[src/rtl/irq_seq_pkg.sv]
package irq_seq_pkg;

  typedef enum logic [3:0] {
    SqIdle, SqEnt1, SqEnt2, SqEnt3, SqEnt4,
    SqRet1, SqRet2, SqRet3, SqRet4
  } seqState_t;

  typedef struct packed {
    logic capture;
    logic pushLo;
    logic pushHi;
    logic popHi;
    logic popLo;
    logic latchHi;
    logic latchLo;
    logic loadVec;
    logic loadRet;
  } seqStrobes_t;

endpackage

[src/rtl/irq_seq_ctrl.sv]
module irq_seq_ctrl
  import irq_seq_pkg::*;
#(
  parameter int NumSrc = 8,
  parameter int IdxW   = (NumSrc > 1) ? $clog2(NumSrc) : 1
) (
  input  logic              clk,
  input  logic              rst_n,
  input  logic [NumSrc-1:0] irqReq,
  input  logic              instrDone,
  input  logic              retiReq,
  input  logic              gieWr,
  input  logic              gieVal,
  output logic [IdxW-1:0]   winIdx,
  output seqStrobes_t       st,
  output logic              gie,
  output logic              busy
);

  seqState_t state, stateNxt;
  logic blockOne;
  logic accept, startRet;

  // Lowest index wins: scan from the top down so the last hit is the smallest.
  always_comb begin
    winIdx = '0;
    for (int i = NumSrc - 1; i >= 0; i--) begin
      if (irqReq[i]) winIdx = IdxW'(i);
    end
  end

  assign startRet = (state == SqIdle) && retiReq;
  assign accept   = (state == SqIdle) && !retiReq && instrDone && gie &&
                    !blockOne && (|irqReq);

  always_comb begin
    stateNxt = state;
    unique case (state)
      SqIdle: begin
        if (startRet)    stateNxt = SqRet1;
        else if (accept) stateNxt = SqEnt1;
      end
      SqEnt1:  stateNxt = SqEnt2;
      SqEnt2:  stateNxt = SqEnt3;
      SqEnt3:  stateNxt = SqEnt4;
      SqEnt4:  stateNxt = SqIdle;
      SqRet1:  stateNxt = SqRet2;
      SqRet2:  stateNxt = SqRet3;
      SqRet3:  stateNxt = SqRet4;
      SqRet4:  stateNxt = SqIdle;
      default: stateNxt = SqIdle;
    endcase
  end

  always_comb begin
    st         = '0;
    st.capture = accept;
    st.pushLo  = (state == SqEnt1);
    st.pushHi  = (state == SqEnt2);
    st.loadVec = (state == SqEnt4);
    st.popHi   = (state == SqRet1);
    st.popLo   = (state == SqRet2);
    st.latchHi = (state == SqRet2);
    st.latchLo = (state == SqRet3);
    st.loadRet = (state == SqRet4);
  end

  assign busy = (state != SqIdle);

  always_ff @(posedge clk or negedge rst_n) begin
    if (!rst_n) begin
      state    <= SqIdle;
      gie      <= 1'b0;
      blockOne <= 1'b0;
    end else begin
      state <= stateNxt;
      if (accept) begin
        gie <= 1'b0;
      end else if (state == SqRet4) begin
        gie      <= 1'b1;
        blockOne <= 1'b1;
      end else if (state == SqIdle && !startRet) begin
        if (gieWr) gie <= gieVal;
        if (instrDone) blockOne <= 1'b0;
      end
    end
  end


  gie_low_at_vec_chk: assert property (@(posedge clk) disable iff (!rst_n)
    (state == SqEnt4) |-> !gie);


  gie_set_after_ret_chk: assert property (@(posedge clk) disable iff (!rst_n)
    (state == SqRet4) |=> gie);


  one_instr_block_chk: assert property (@(posedge clk) disable iff (!rst_n)
    (state == SqRet4) |=> !accept);

endmodule

[src/rtl/irq_seq_dp.sv]
module irq_seq_dp
  import irq_seq_pkg::*;
#(
  parameter int              NumSrc = 8,
  parameter int              AddrW  = 16,
  parameter logic [AddrW-1:0] SpInit = 16'h025F,
  parameter int              IdxW   = (NumSrc > 1) ? $clog2(NumSrc) : 1
) (
  input  logic              clk,
  input  logic              rst_n,
  input  seqStrobes_t       st,
  input  logic [IdxW-1:0]   winIdx,
  input  logic [AddrW-1:0]  pcIn,
  input  logic [7:0]        stkRdata,
  output logic [AddrW-1:0]  sp,
  output logic              stkWe,
  output logic              stkRe,
  output logic [AddrW-1:0]  stkAddr,
  output logic [7:0]        stkWdata,
  output logic              pcLoad,
  output logic [AddrW-1:0]  pcOut,
  output logic [NumSrc-1:0] irqAck
);

  localparam int PadW = AddrW - IdxW - 1;

  logic [AddrW-1:0] retPc;
  logic [IdxW-1:0]  vecIdx;
  logic [7:0]       hiByte, loByte;
  logic [AddrW-1:0] spUp;

  assign spUp = sp + AddrW'(1);

  always_ff @(posedge clk or negedge rst_n) begin
    if (!rst_n) begin
      sp     <= SpInit;
      retPc  <= '0;
      vecIdx <= '0;
      hiByte <= '0;
      loByte <= '0;
    end else begin
      if (st.capture) begin
        retPc  <= pcIn;
        vecIdx <= winIdx;
      end
      if (st.pushLo || st.pushHi)    sp <= sp - AddrW'(1);
      else if (st.popHi || st.popLo) sp <= spUp;
      if (st.latchHi) hiByte <= stkRdata;
      if (st.latchLo) loByte <= stkRdata;
    end
  end

  assign stkWe    = st.pushLo | st.pushHi;
  assign stkRe    = st.popHi | st.popLo;
  assign stkAddr  = stkWe ? sp : spUp;
  assign stkWdata = st.pushLo ? retPc[7:0] : retPc[15:8];
  assign pcLoad   = st.loadVec | st.loadRet;
  assign pcOut    = st.loadVec ? {{PadW{1'b0}}, vecIdx, 1'b0}
                               : {{(AddrW-16){1'b0}}, hiByte, loByte};

  for (genvar g = 0; g < NumSrc; g++) begin : gAck
    assign irqAck[g] = st.loadVec && (vecIdx == IdxW'(g));
  end


  ack_onehot_chk: assert property (@(posedge clk) disable iff (!rst_n)
    $onehot0(irqAck));


  no_rdwr_chk: assert property (@(posedge clk) disable iff (!rst_n)
    !(stkWe && stkRe));


  push_order_chk: assert property (@(posedge clk) disable iff (!rst_n)
    st.pushHi |-> (stkAddr == $past(stkAddr) - AddrW'(1)));

endmodule

[src/rtl/irq_seq_top.sv]
module irq_seq_top
  import irq_seq_pkg::*;
#(
  parameter int              NumSrc = 8,
  parameter int              AddrW  = 16,
  parameter logic [AddrW-1:0] SpInit = 16'h025F
) (
  input  logic              clk,
  input  logic              rst_n,
  input  logic [NumSrc-1:0] irqReq,
  input  logic              instrDone,
  input  logic              retiReq,
  input  logic [AddrW-1:0]  pcIn,
  input  logic              gieWr,
  input  logic              gieVal,
  input  logic [7:0]        stkRdata,
  output logic              stkWe,
  output logic              stkRe,
  output logic [AddrW-1:0]  stkAddr,
  output logic [7:0]        stkWdata,
  output logic [AddrW-1:0]  sp,
  output logic              pcLoad,
  output logic [AddrW-1:0]  pcOut,
  output logic              gie,
  output logic [NumSrc-1:0] irqAck,
  output logic              busy
);

  localparam int IdxW = (NumSrc > 1) ? $clog2(NumSrc) : 1;

  seqStrobes_t     strobes;
  logic [IdxW-1:0] winIdx;

  irq_seq_ctrl #(.NumSrc(NumSrc), .IdxW(IdxW)) u_ctrl (
    .clk(clk), .rst_n(rst_n), .irqReq(irqReq), .instrDone(instrDone),
    .retiReq(retiReq), .gieWr(gieWr), .gieVal(gieVal),
    .winIdx(winIdx), .st(strobes), .gie(gie), .busy(busy)
  );

  irq_seq_dp #(.NumSrc(NumSrc), .AddrW(AddrW), .SpInit(SpInit), .IdxW(IdxW)) u_dp (
    .clk(clk), .rst_n(rst_n), .st(strobes), .winIdx(winIdx), .pcIn(pcIn),
    .stkRdata(stkRdata), .sp(sp), .stkWe(stkWe), .stkRe(stkRe),
    .stkAddr(stkAddr), .stkWdata(stkWdata), .pcLoad(pcLoad), .pcOut(pcOut),
    .irqAck(irqAck)
  );

endmodule

[config.mk]
export PLATFORM = sky130hd
export DESIGN_NAME = irq_seq_top
export DESIGN_NICKNAME = d
export VERILOG_FILES = /design/src/rtl/irq_seq_pkg.sv /design/src/rtl/irq_seq_ctrl.sv /design/src/rtl/irq_seq_dp.sv /design/src/rtl/irq_seq_top.sv
export SDC_FILE = /design/constraint.sdc
export NUM_CORES = 1
export LEC_CHECK = 0
export BUFFER_PORTS_ARGS = -buffer_cell sky130_fd_sc_hd__buf_2
export CAP_MARGIN = 5
export CELL_PAD_IN_SITES_DETAIL_PLACEMENT = 2
export CELL_PAD_IN_SITES_GLOBAL_PLACEMENT = 2
export CORE_MARGIN = 2
export CORE_UTILIZATION = 29
export CTS_BUF_LIST = sky130_fd_sc_hd__clkbuf_2
export CTS_CLUSTER_SIZE = 28
export DETAILED_ROUTE_END_ITERATION = 12
export GPL_ROUTABILITY_DRIVEN = 0
export PLACE_DENSITY_LB_ADDON = 0.1
export SLEW_MARGIN = 20
export SYNTH_ARGS = -nofsm -noshare
export SYNTH_HDL_FRONTEND = slang
export SYNTH_SLANG_ARGS = --single-unit
[constraint.sdc]
create_clock -name clk -period 2.5 [get_ports clk]
set_input_delay 0.75 -clock clk [delete_from_list [all_inputs] [get_ports clk]]
set_output_delay 0.75 -clock clk [all_outputs]
set_load 0.01 [all_outputs]
==> run summary, run 1 <==
outcome - finished, violations left
failing checks - setup timing
Startpoint Class - register
initial antenna violation count - 0
switching part of the total - 0.426
Hold Crit Class - in -> async
clk sink count - 57
# diodes - 0
DPL Wire Length - 7.81 mm
vias in the first global route - 3,605
htree depth - 3
Via Count - 3,254
via-per-instance ratio - 5.03
CTS clk-pin slew, worst paths - 190 ps
synthesized flop and latch total - 57
Worst VDD drop - 0.000519 V
combinational fraction of design power - 0.677
Worst-Margin Slew - 705 ps
ys flop type - dfrtp_1
crit-path cells - ha_4, nand3_4, a211oi_2, buf_4, and3_1, xor2_1, buf_2
post-synthesis cell area - 3290 um^2
RSZ-0062 raised after global routing - yes
later-pin clock latency in the skew report - 530 ps
wire length per cell - 20.7 um
sequential power share - 0.245
yosys warns - 0
Total Wirelength - 13.4 mm
DRC errors left - 0
1st-pass router iterations - 4
area grow syn2layout - 64.7%
WP data required - 1750 ps
largest net degree at the start of global routing - 58
Pleak - 2.65 nW
Tmin final - 3000 ps
Syn Area/Cell - 10.3 um^2
Cell Pwr Density - 1430 nW/um^2
Finished Cell Area - 5410 um^2
MaxCap Viol Count - 0
Initial DRC Count - 96
EDFF count, synth - 0
IO Pins - 107
TritonCTS Buffers - 9
Clock Power Share - 0.078
Arr. time, crit path - 2250 ps
Final Slew Violations - 0
worst setup path category - reg -> out
ys async rst share - 1.00
CTS tree - yes
Final Skew - 26.2 ps
GRT Total Usage - 0.202
CP Max Fanout - 5
Max clock buf depth - 2
Initial Util - 0.300
setup ws final - -495 ps
Die Ht - 110 um
first-pass GRT wire length - 19.7 mm
achievable frequency - 0.334 GHz
final hold vios - 0
Overflow after GRT - 0
Core ar. - 10,900 um^2
max incr delay on CP - 630 ps
placed inst area - 4130 um^2
CTS root buf - clkbuf_2
Critical Path Sink Type - output pin
fillers - 1,135
Seq/Total Area, Yosys - 0.437
final worst path period share - 1.20
Slew headroom - 0.526
PortBufs - 106
share of layout cells above drive strength 1 - 0.647
Mapped Nets - 362
Nets - 544
overall power - 7.74 mW
Distinct cells, synth - 45
gate count after technology mapping - 320
Net Sw Power - 3.30 mW
Die X - 110 um
full die area - 12,200 um^2
Std-Cell Rows - 38
Internal Power - 4.44 mW
Critical-path top delay cell - dfstp_2
Setup Viol. Count Final - 51
antenna viol nets, final - 0
[final timing paths]
check                      slack [ps]       startpoint        endpoint  cells after the start
max                              -500       u_dp.sp[0]      stkAddr[8]                      7
min reg2reg                       530   u_dp.hiByte[6]  u_dp.hiByte[6]                      1
max reg2reg                        30  u_ctrl.state[2]   u_dp.retPc[2]                      5
min                               180            rst_n  u_dp.retPc[12]                      2
max in group asynchronous        1960            rst_n      u_dp.sp[9]                      2
min in group clk                  440          pcIn[1]   u_dp.retPc[1]                      2
[per-stage QoR]
stage	TNS [ps]	hold WS, ps	instances	util	worst slack, ps
after global routing	-19290	137	647	0.495	-650
after detailed placement	0	484	576	0.378	97.3
after CTS	-13700	150	627	0.465	-478
after global placement	0	471	576	0.378	135
final	-12940	177	647	0.495	-495
after floorplan	0	447	320	-	24.6
[cell usage after synthesis (3+ instances only)]
cell type,count,area share
nand3_1,11,0.017
buf_6,3,0.010
ha_1,4,0.015
mux2_2,25,0.086
nor2_1,21,0.024
nand2_1,36,0.041
clkbuf_1,13,0.015
nand4_1,9,0.017
dfrtp_1,50,0.38
xor2_1,15,0.040
xnor2_1,17,0.045
o21ai_0,7,0.011
a211oi_1,3,0.0069
nor4_1,6,0.011
mux2_4,15,0.069
nor3_1,10,0.015
nor2b_1,3,0.0057
nand2b_1,3,0.0057
a21oi_1,8,0.012
and2_1,13,0.025
nor3b_1,4,0.0091
and3_1,5,0.0095
inv_1,6,0.0069
dfstp_2,7,0.056
[kinds of logic (layout without fill, tap and decap cells)]
family	Yosys count	after routing	synth area share
and+or+nand+nor	130	130	0.206
DFF	57	57	0.437
muxes	41	41	0.157
xor gates and xnor gates	32	32	0.0853
AOI/OAI and AO/OA	29	30	0.0617
buffers and inverters	27	213	0.0381
adders and majority gates	4	4	0.0152
[registers in the layout, summed over array words and instances (netlist names)]
| register | flops |
|---|---|
| u_ctrl.blockOne | 1 |
| u_ctrl.gie | 1 |
| u_ctrl.state | 4 |
| u_dp.hiByte | 8 |
| u_dp.loByte | 8 |
| u_dp.retPc | 16 |
| u_dp.sp | 16 |
| u_dp.vecIdx | 3 |
[power groups by stage]
stage | logic (mW) | clock network, mW | registers, mW
after global placement | 3.22 | 0 | 1.79
after global routing | 5.62 | 0.674 | 1.97
after CTS | 4.70 | 0.629 | 1.86
after detailed placement | 3.31 | 0 | 1.83
final | 5.24 | 0.605 | 1.90
after floorplan | 1.98 | 0 | 1.72
[worst max-delay path, delay by kind of cell (launching register included)]
family / cells / cell delay (ps)
flip-flops: 1 / 630
AO/OA/AOI/OAI: 1 / 180
buffers and inverters: 2 / 340
XOR/XNOR: 1 / 150
AND/OR/NAND/NOR: 2 / 250
adder cells (fa/ha/maj): 1 / 180
[final cells by class]
type	instances	area, um^2	area share
Sequential cell	57	1440	0.266
Multi-Input combinational cell	237	2200	0.407
Clock buffer	11	55.1	0.0102
Clock inverter	5	47.5	0.00879
Tap cell	140	175	0.0324
Inverter	8	36.3	0.00671
Timing Repair Buffer	189	1460	0.269
[routing by layer]
layer / vias to the layer above / track usage / part of all wire
met3: 16 / 0.0395 / 0.042
li1: 1472 / - / -
met5: - / 0 / 0
met2: 90 / 0.362 / 0.54
met4: 0 / 0.0667 / 0.015
met1: 1676 / 0.243 / 0.41
[cell usage in the layout (no fill, tap or decap), types with 5 or more instances in the layout]
| cell | count |
|---|---|
| buf_2 | 79 |
| xnor2_1 | 12 |
| clkbuf_2 | 11 |
| nand4_1 | 9 |
| buf_4 | 56 |
| mux2_2 | 17 |
| nor2_1 | 15 |
| inv_1 | 5 |
| and2_4 | 13 |
| nand2_1 | 22 |
| nand2_2 | 7 |
| a21oi_1 | 8 |
| nand2_4 | 7 |
| xor2_1 | 11 |
| dfstp_2 | 7 |
| dfrtp_1 | 48 |
| buf_6 | 50 |
| o21ai_0 | 6 |
| mux2_4 | 23 |
| xnor2_2 | 5 |
| nor4_1 | 5 |
| nand3_1 | 6 |
[what timing repair did]
action	in CTS	in global routing
cloned	1	1
buffers inserted	35	24
setup endpoints to repair	51	58
resized for setup	123	41
hold buffers	0	0
pin swaps	36	26
Note: power is estimated with default switching activity, not from simulation.
==> run 2, diff against run 1 <==
--- a/config.mk
+++ b/config.mk
@@ -16,6 +16,7 @@
 export DETAILED_ROUTE_END_ITERATION = 12
 export GPL_ROUTABILITY_DRIVEN = 0
 export PLACE_DENSITY_LB_ADDON = 0.1
+export SETUP_SLACK_MARGIN = 0.2
 export SLEW_MARGIN = 20
 export SYNTH_ARGS = -nofsm -noshare
 export SYNTH_HDL_FRONTEND = slang
==> run 2 against run 1 <==
The flow still finishes with violations (setup timing). Combinational power down 2%. Cell area increased by 0.67%. Clock power up 18%. Setup slack better by 86 ps. Critical path depth unchanged. First-iteration DRC count decreased by 46%. Sequential power about the same. Total power is 0.37% higher. Wire length is 6.9% lower. Largest power group unchanged.
==> run summary, run 2 (synthesis gave the netlist of run 1 again) <==
full die area - 12,200 um^2 (unchanged)
FF+latch area - 1440 um^2 (+0.17%)
MaxCap Viol Count - 0 (unchanged)
largest net degree at the start of global routing - 58 (unchanged)
clk sink count - 57 (unchanged)
CTS clk-pin slew, worst paths - 190 ps (about the same)
final worst path period share - 1.16 (-0.0345)
commonest non-fill, non-tap cell in the layout - buf_2
Setup Viol. Count Final - 57 (+12%)
final hold vios - 0 (unchanged)
most used routing layer - met2
via-per-instance ratio - 4.98 (-1.1%)
crit-path cells - buf_6, nand4_1, buf_4, nor3_4, nand3_2, xnor2_2, buf_2
worst setup path category - reg -> out
outcome - finished, violations left
Die X - 110 um (unchanged)
Max clock buf depth - 2 (unchanged)
placed inst area - 4200 um^2 (+1.5%)
Worst-Margin Slew - 565 ps (-140 ps)
Die Ht - 110 um (unchanged)
Slew headroom - 0.622 (+0.0961)
achievable frequency - 0.344 GHz (+3.0%)
Total Wirelength - 12.5 mm (-6.9%)
max incr delay on CP - 610 ps (-20 ps)
Worst VDD drop - 0.000470 V (-9.4%)
later-pin clock latency in the skew report - 510 ps (-20 ps)
CP Max Fanout - 2 (-3)
met1 Use GR - 0.232 (-0.0116)
wire length per cell - 19.5 um (-5.7%)
M3 GR Usage - 0.0417 (+0.00220)
share of layout cells above drive strength 1 - 0.643 (-0.00366)
DPL Wire Length - 7.37 mm (-5.7%)
TritonCTS Buffers - 9 (unchanged)
GRT Total Usage - 0.196 (-0.00616)
antenna viol nets, final - 0 (unchanged)
Initial Util - 0.300 (unchanged)
CTS root buf - clkbuf_2
Arr. time, crit path - 2160 ps (-90 ps)
failing checks - setup timing
WP data required - 1750 ps (about the same)
# diodes - 0 (unchanged)
overall power - 7.77 mW (+0.37%)
Worst Path Buf+Inv - 3 (+1)
area grow syn2layout - 65.8%
most frequent cells in the layout - buf_2 (78), buf_6 (48), buf_4 (47), dfrtp_1 (46), nand2_1 (25)
Final Slew Violations - 0 (unchanged)
delay-heaviest family, CP - flip-flops
CTS tree - yes
fillers - 1,116 (-1.7%)
Core ar. - 10,900 um^2 (unchanged)
Startpoint Class - register
Nets - 536 (-1.5%)
Via Count - 3,180 (-2.3%)
vias in the first global route - 3,546 (-1.6%)
IO Pins - 107 (unchanged)
first-pass GRT wire length - 19.2 mm (-2.9%)
Tmin final - 2910 ps (-86.2 ps)
Hold Crit Class - in -> async
Final Skew - 32.4 ps (+6.24 ps)
Critical-path top delay cell - dfstp_2
Critical Path Sink Type - output pin
Std-Cell Rows - 38 (unchanged)
Pleak - 2.62 nW (-1.1%)
biggest regs - u_dp.retPc (16), u_dp.sp (16)
1st-pass router iterations - 5 (+1)
RSZ-0062 raised after global routing - yes
Overflow after GRT - 0 (unchanged)
DRC errors left - 0 (unchanged)
htree depth - 3 (unchanged)
Finished Cell Area - 5450 um^2 (+0.67%)
Global Route met2 Usage - 0.360 (-0.00204)
Cell Pwr Density - 1430 nW/um^2 (-0.30%)
setup ws final - -409 ps (+86.2 ps)
PortBufs - 106 (unchanged)
Multi-input gate area - 2260 um^2 (+2.7%)
initial antenna violation count - 0 (unchanged)
Initial DRC Count - 52 (-46%)
[run 2: cell count changes in the layout (fill, tap and decap cells not counted), moves of 2 or more]
cell     delta
a21o_4      +3
buf_12      +2
buf_4       -9
buf_6       -2
dfrtp_1     -2
dfrtp_2     +2
nand2_1     +3
nand2_2     -3
xor2_2      -2
[run 2: final cells by class]
class                   instances  share of cell area
clock buffers                  11              0.0101
clock inverters                 5              0.0133
inverters                       8             0.00758
multi-input cells             239               0.415
flip-flops and latches         57               0.264
well taps                     140              0.0322
repair buffers                179               0.257
[run 2: worst register-to-register path, delay by kind of cell (launching register included)]
| kind | cells | cell delay [ps] |
|---|---|---|
| flops | 1 | 500 |
| simple gates | 2 | 1050 |
| compound gates | 2 | 630 |
| buf+inv | 2 | 240 |
[run 2: where the power goes]
| part | total (mW) | internal [mW] | switching, mW |
|---|---|---|---|
| combinational | 5.15 | 2.77 | 2.38 |
| clock | 0.713 | 0.332 | 0.382 |
| sequential | 1.91 | 1.41 | 0.498 |
[run 2: path summary, 6_finish.rpt]
path / from / end / slack [ps] / cells past startpoint
worst max-delay path: u_dp.sp[0] / stkAddr[13] / -410 / 7
worst min-delay path: rst_n / u_dp.sp[8] / 200 / 2
worst max register to register: u_ctrl.state[0] / u_ctrl.state[0] / -20 / 6
worst min register to register: u_ctrl.blockOne / u_ctrl.blockOne / 520 / 2
max in group asynchronous: rst_n / u_dp.sp[1] / 1940 / 2
min in group clk: pcIn[3] / u_dp.retPc[3] / 460 / 2
[run 2: layer usage]
metal  wire (um)  vias to the layer above
li1            -                     1464
met1        5150                     1619
met2        6700                       81
met3         437                       16
met4         199                        0
met5           0                        -
[run 2: metrics by stage]
step	std cells	hold slack (ps)	setup TNS (ps)	setup WS, ps	util
2_1_floorplan	320	447	0	177	-
3_3_place_gp	574	469	0	102	0.384
3_5_place_dp	574	491	0	30.2	0.384
4_1_cts	622	185	-13990	-410	0.465
5_1_grt	639	177	-20090	-550	0.498
6_report	639	201	-14520	-409	0.498
[run 2: timing repair]
action                                  4_1_cts  5_1_grt
pin swaps                                    33       30
buffers inserted                             28       17
cloned                                        4        0
resized for setup                           102       49
endpoints found under the setup margin       70       78
hold buffers                                  0        0
==> run 3, diff against run 2 <==
==> constraint.sdc (replaced) <==
create_clock -name clk -period 2.5 [get_ports clk]
set_input_delay 0.125 -clock clk [delete_from_list [all_inputs] [get_ports clk]]
set_output_delay 0.125 -clock clk [all_outputs]
set_load 0.01 [all_outputs]
==> run 3 against run 2 <==
The flow now finishes without violations. Non-clock buffer count up 20. Largest power group unchanged. Combinational power down 16%. Largest cell class unchanged. Sequential power down 3%. Fmax up 23%.
==> run summary, run 3 (synthesis gave the netlist of run 1 again) <==
WP data required - 2380 ps (+630 ps)
most frequent cells in the layout - buf_2 (98), buf_4 (49), dfrtp_1 (49), dlygate4sd3_1 (34), nand2_1 (33)
vias in the first global route - 3,419 (-3.6%)
worst r2r dst - u_dp.retPc[2]
Tmin final - 2360 ps (-553 ps)
# diodes - 0 (unchanged)
RSZ-0062 raised after global routing - yes
Fin Hold WS - 108 ps (-93.9 ps)
overall power - 6.78 mW (-13%)
combinational fraction of design power - 0.637 (-0.026)
DPL Wire Length - 7.19 mm (-2.4%)
area grow syn2layout - 57.3%
Std-Cell Rows - 38 (unchanged)
sequential power share - 0.274 (+0.028)
Die Ht - 110 um (unchanged)
Initial DRC Count - 82 (+58%)
htree depth - 3 (unchanged)
Final Skew - 31.7 ps (-0.714 ps)
full die area - 12,200 um^2 (unchanged)
DRC errors left - 0 (unchanged)
later-pin clock latency in the skew report - 500 ps (about the same)
IO Pins - 107 (unchanged)
Max clock buf depth - 2 (unchanged)
Critical Path Sink Type - output pin
Critical-path top delay cell - dfstp_2
setup ws final - 144 ps (+553 ps)
initial antenna violation count - 0 (unchanged)
CP Max Fanout - 5 (+3)
Clock Power Share - 0.089 (-0.003)
reg-to-reg startpoint - u_ctrl.state[1]
Arr. time, crit path - 2230 ps (+70 ps)
Via Count - 3,234 (+1.7%)
biggest regs - u_dp.retPc (16), u_dp.sp (16)
Nets - 556 (+3.7%)
final hold vios - 0 (unchanged)
Multi-input gate area - 1990 um^2 (-12%)
first-pass GRT wire length - 18.0 mm (-6.0%)
clk sink count - 57 (unchanged)
Finished Cell Area - 5170 um^2 (-5.1%)
achievable frequency - 0.424 GHz (+23%)
Startpoint Class - register
FF+latch area - 1440 um^2 (-0.26%)
max incr delay on CP - 630 ps (+20 ps)
Core ar. - 10,900 um^2 (unchanged)
reg2reg path depth - 5 (-1)
Internal Power - 3.83 mW (-15%)
DP Worst Slack - 250 ps (+219 ps)
Inst Count DP - 562 (-2.1%)
Overflow after GRT - 0 (unchanged)
setup TNS - 0 ps (+14,520 ps)
PortBufs - 106 (unchanged)
flop-to-flop setup slack - 200 ps (+220 ps)
CTS root buf - clkbuf_2
Worst Path Buf+Inv - 2 (-1)
Worst-Margin Slew - 1080 ps (+519 ps)
antenna viol nets, final - 0 (unchanged)
1st-pass router iterations - 4 (-1)
delay-heaviest family, CP - flip-flops
commonest non-fill, non-tap cell in the layout - buf_2
worst setup path category - reg -> out
Net Sw Power - 2.95 mW (-9.3%)
placed inst area - 4010 um^2 (-4.4%)
GRT Total Usage - 0.183 (-0.0127)
via-per-instance ratio - 4.91 (-1.4%)
Pleak - 2.49 nW (-5.1%)
TritonCTS Buffers - 9 (unchanged)
MaxCap Viol Count - 0 (unchanged)
Util after Layout - 0.473 (-0.0253)
outcome - complete, no violations
Total Wirelength - 12.4 mm (-0.87%)
Hold Crit Class - in -> async
wire length per cell - 18.8 um (-3.9%)
switching part of the total - 0.436 (+0.0167)
Slew headroom - 0.271 (-0.351)
share of layout cells above drive strength 1 - 0.514 (-0.129)
Setup Viol. Count Final - 0 (-100%)
largest net degree at the start of global routing - 23 (-60%)
Worst VDD drop - 0.000536 V (+14%)
crit-path cells - buf_6, nand4_1, nor2_4, nand3_1, xnor2_1, buf_2
final worst path period share - 0.942 (-0.221)
Cell Pwr Density - 1310 nW/um^2 (-8.1%)
post-route insts no fill - 659 (+3.1%)
Die X - 110 um (unchanged)
fillers - 1,147 (+2.8%)
Initial Util - 0.300 (unchanged)
CTS tree - yes
Final Slew Violations - 0 (unchanged)
CTS clk-pin slew, worst paths - 190 ps (about the same)
run 3: area by class of cell:
cell class	count	area share
Multi-Input combinational cell	239	0.385
Sequential cell	57	0.278
Timing Repair Buffer	199	0.275
Tap cell	140	0.0339
Clock inverter	6	0.0114
Clock buffer	10	0.00968
Inverter	8	0.00702
run 3: how the worst max path moves through the flow:
stage,startpoint,end,slack [ps],depth (start not counted)
5_1_grt,u_dp.sp[0],stkAddr[9],3,6
6_report,u_dp.sp[0],stkAddr[9],140,6
2_1_floorplan,u_ctrl.state[3],u_dp.retPc[0],290,6
3_5_place_dp,u_ctrl.state[1],u_ctrl.state[0],250,4
3_3_place_gp,u_ctrl.state[1],u_ctrl.state[0],280,4
4_1_cts,u_dp.sp[0],stkAddr[15],140,6
run 3: repair_timing:
item | CTS | global route
gates cloned | 2 | 1
gates resized for setup | 24 | 47
hold buffers | 34 | 0
endpoints found under the setup margin | 37 | 51
endpoints found under the hold margin | 57 | 0
pin swaps | 8 | 19
setup buffers | 19 | 25
run 3: power by group through the flow:
stage          sequential (mW)  clock (mW)  combinational [mW]
2_1_floorplan             1.72           0                1.97
3_3_place_gp              1.88           0                2.96
3_5_place_dp              1.90           0                3.03
4_1_cts                   1.83       0.631                3.53
5_1_grt                   1.93       0.672                4.69
6_report                  1.86       0.604                4.32
run 3: routing by layer:
layer	wire length, um	vias to the layer above	track usage	share of wire
met2	6440	75	0.312	0.52
met1	5390	1650	0.238	0.44
met3	393	12	0.0401	0.032
met4	159	0	0.0442	0.013
met5	0	-	0	0
li1	-	1497	-	-
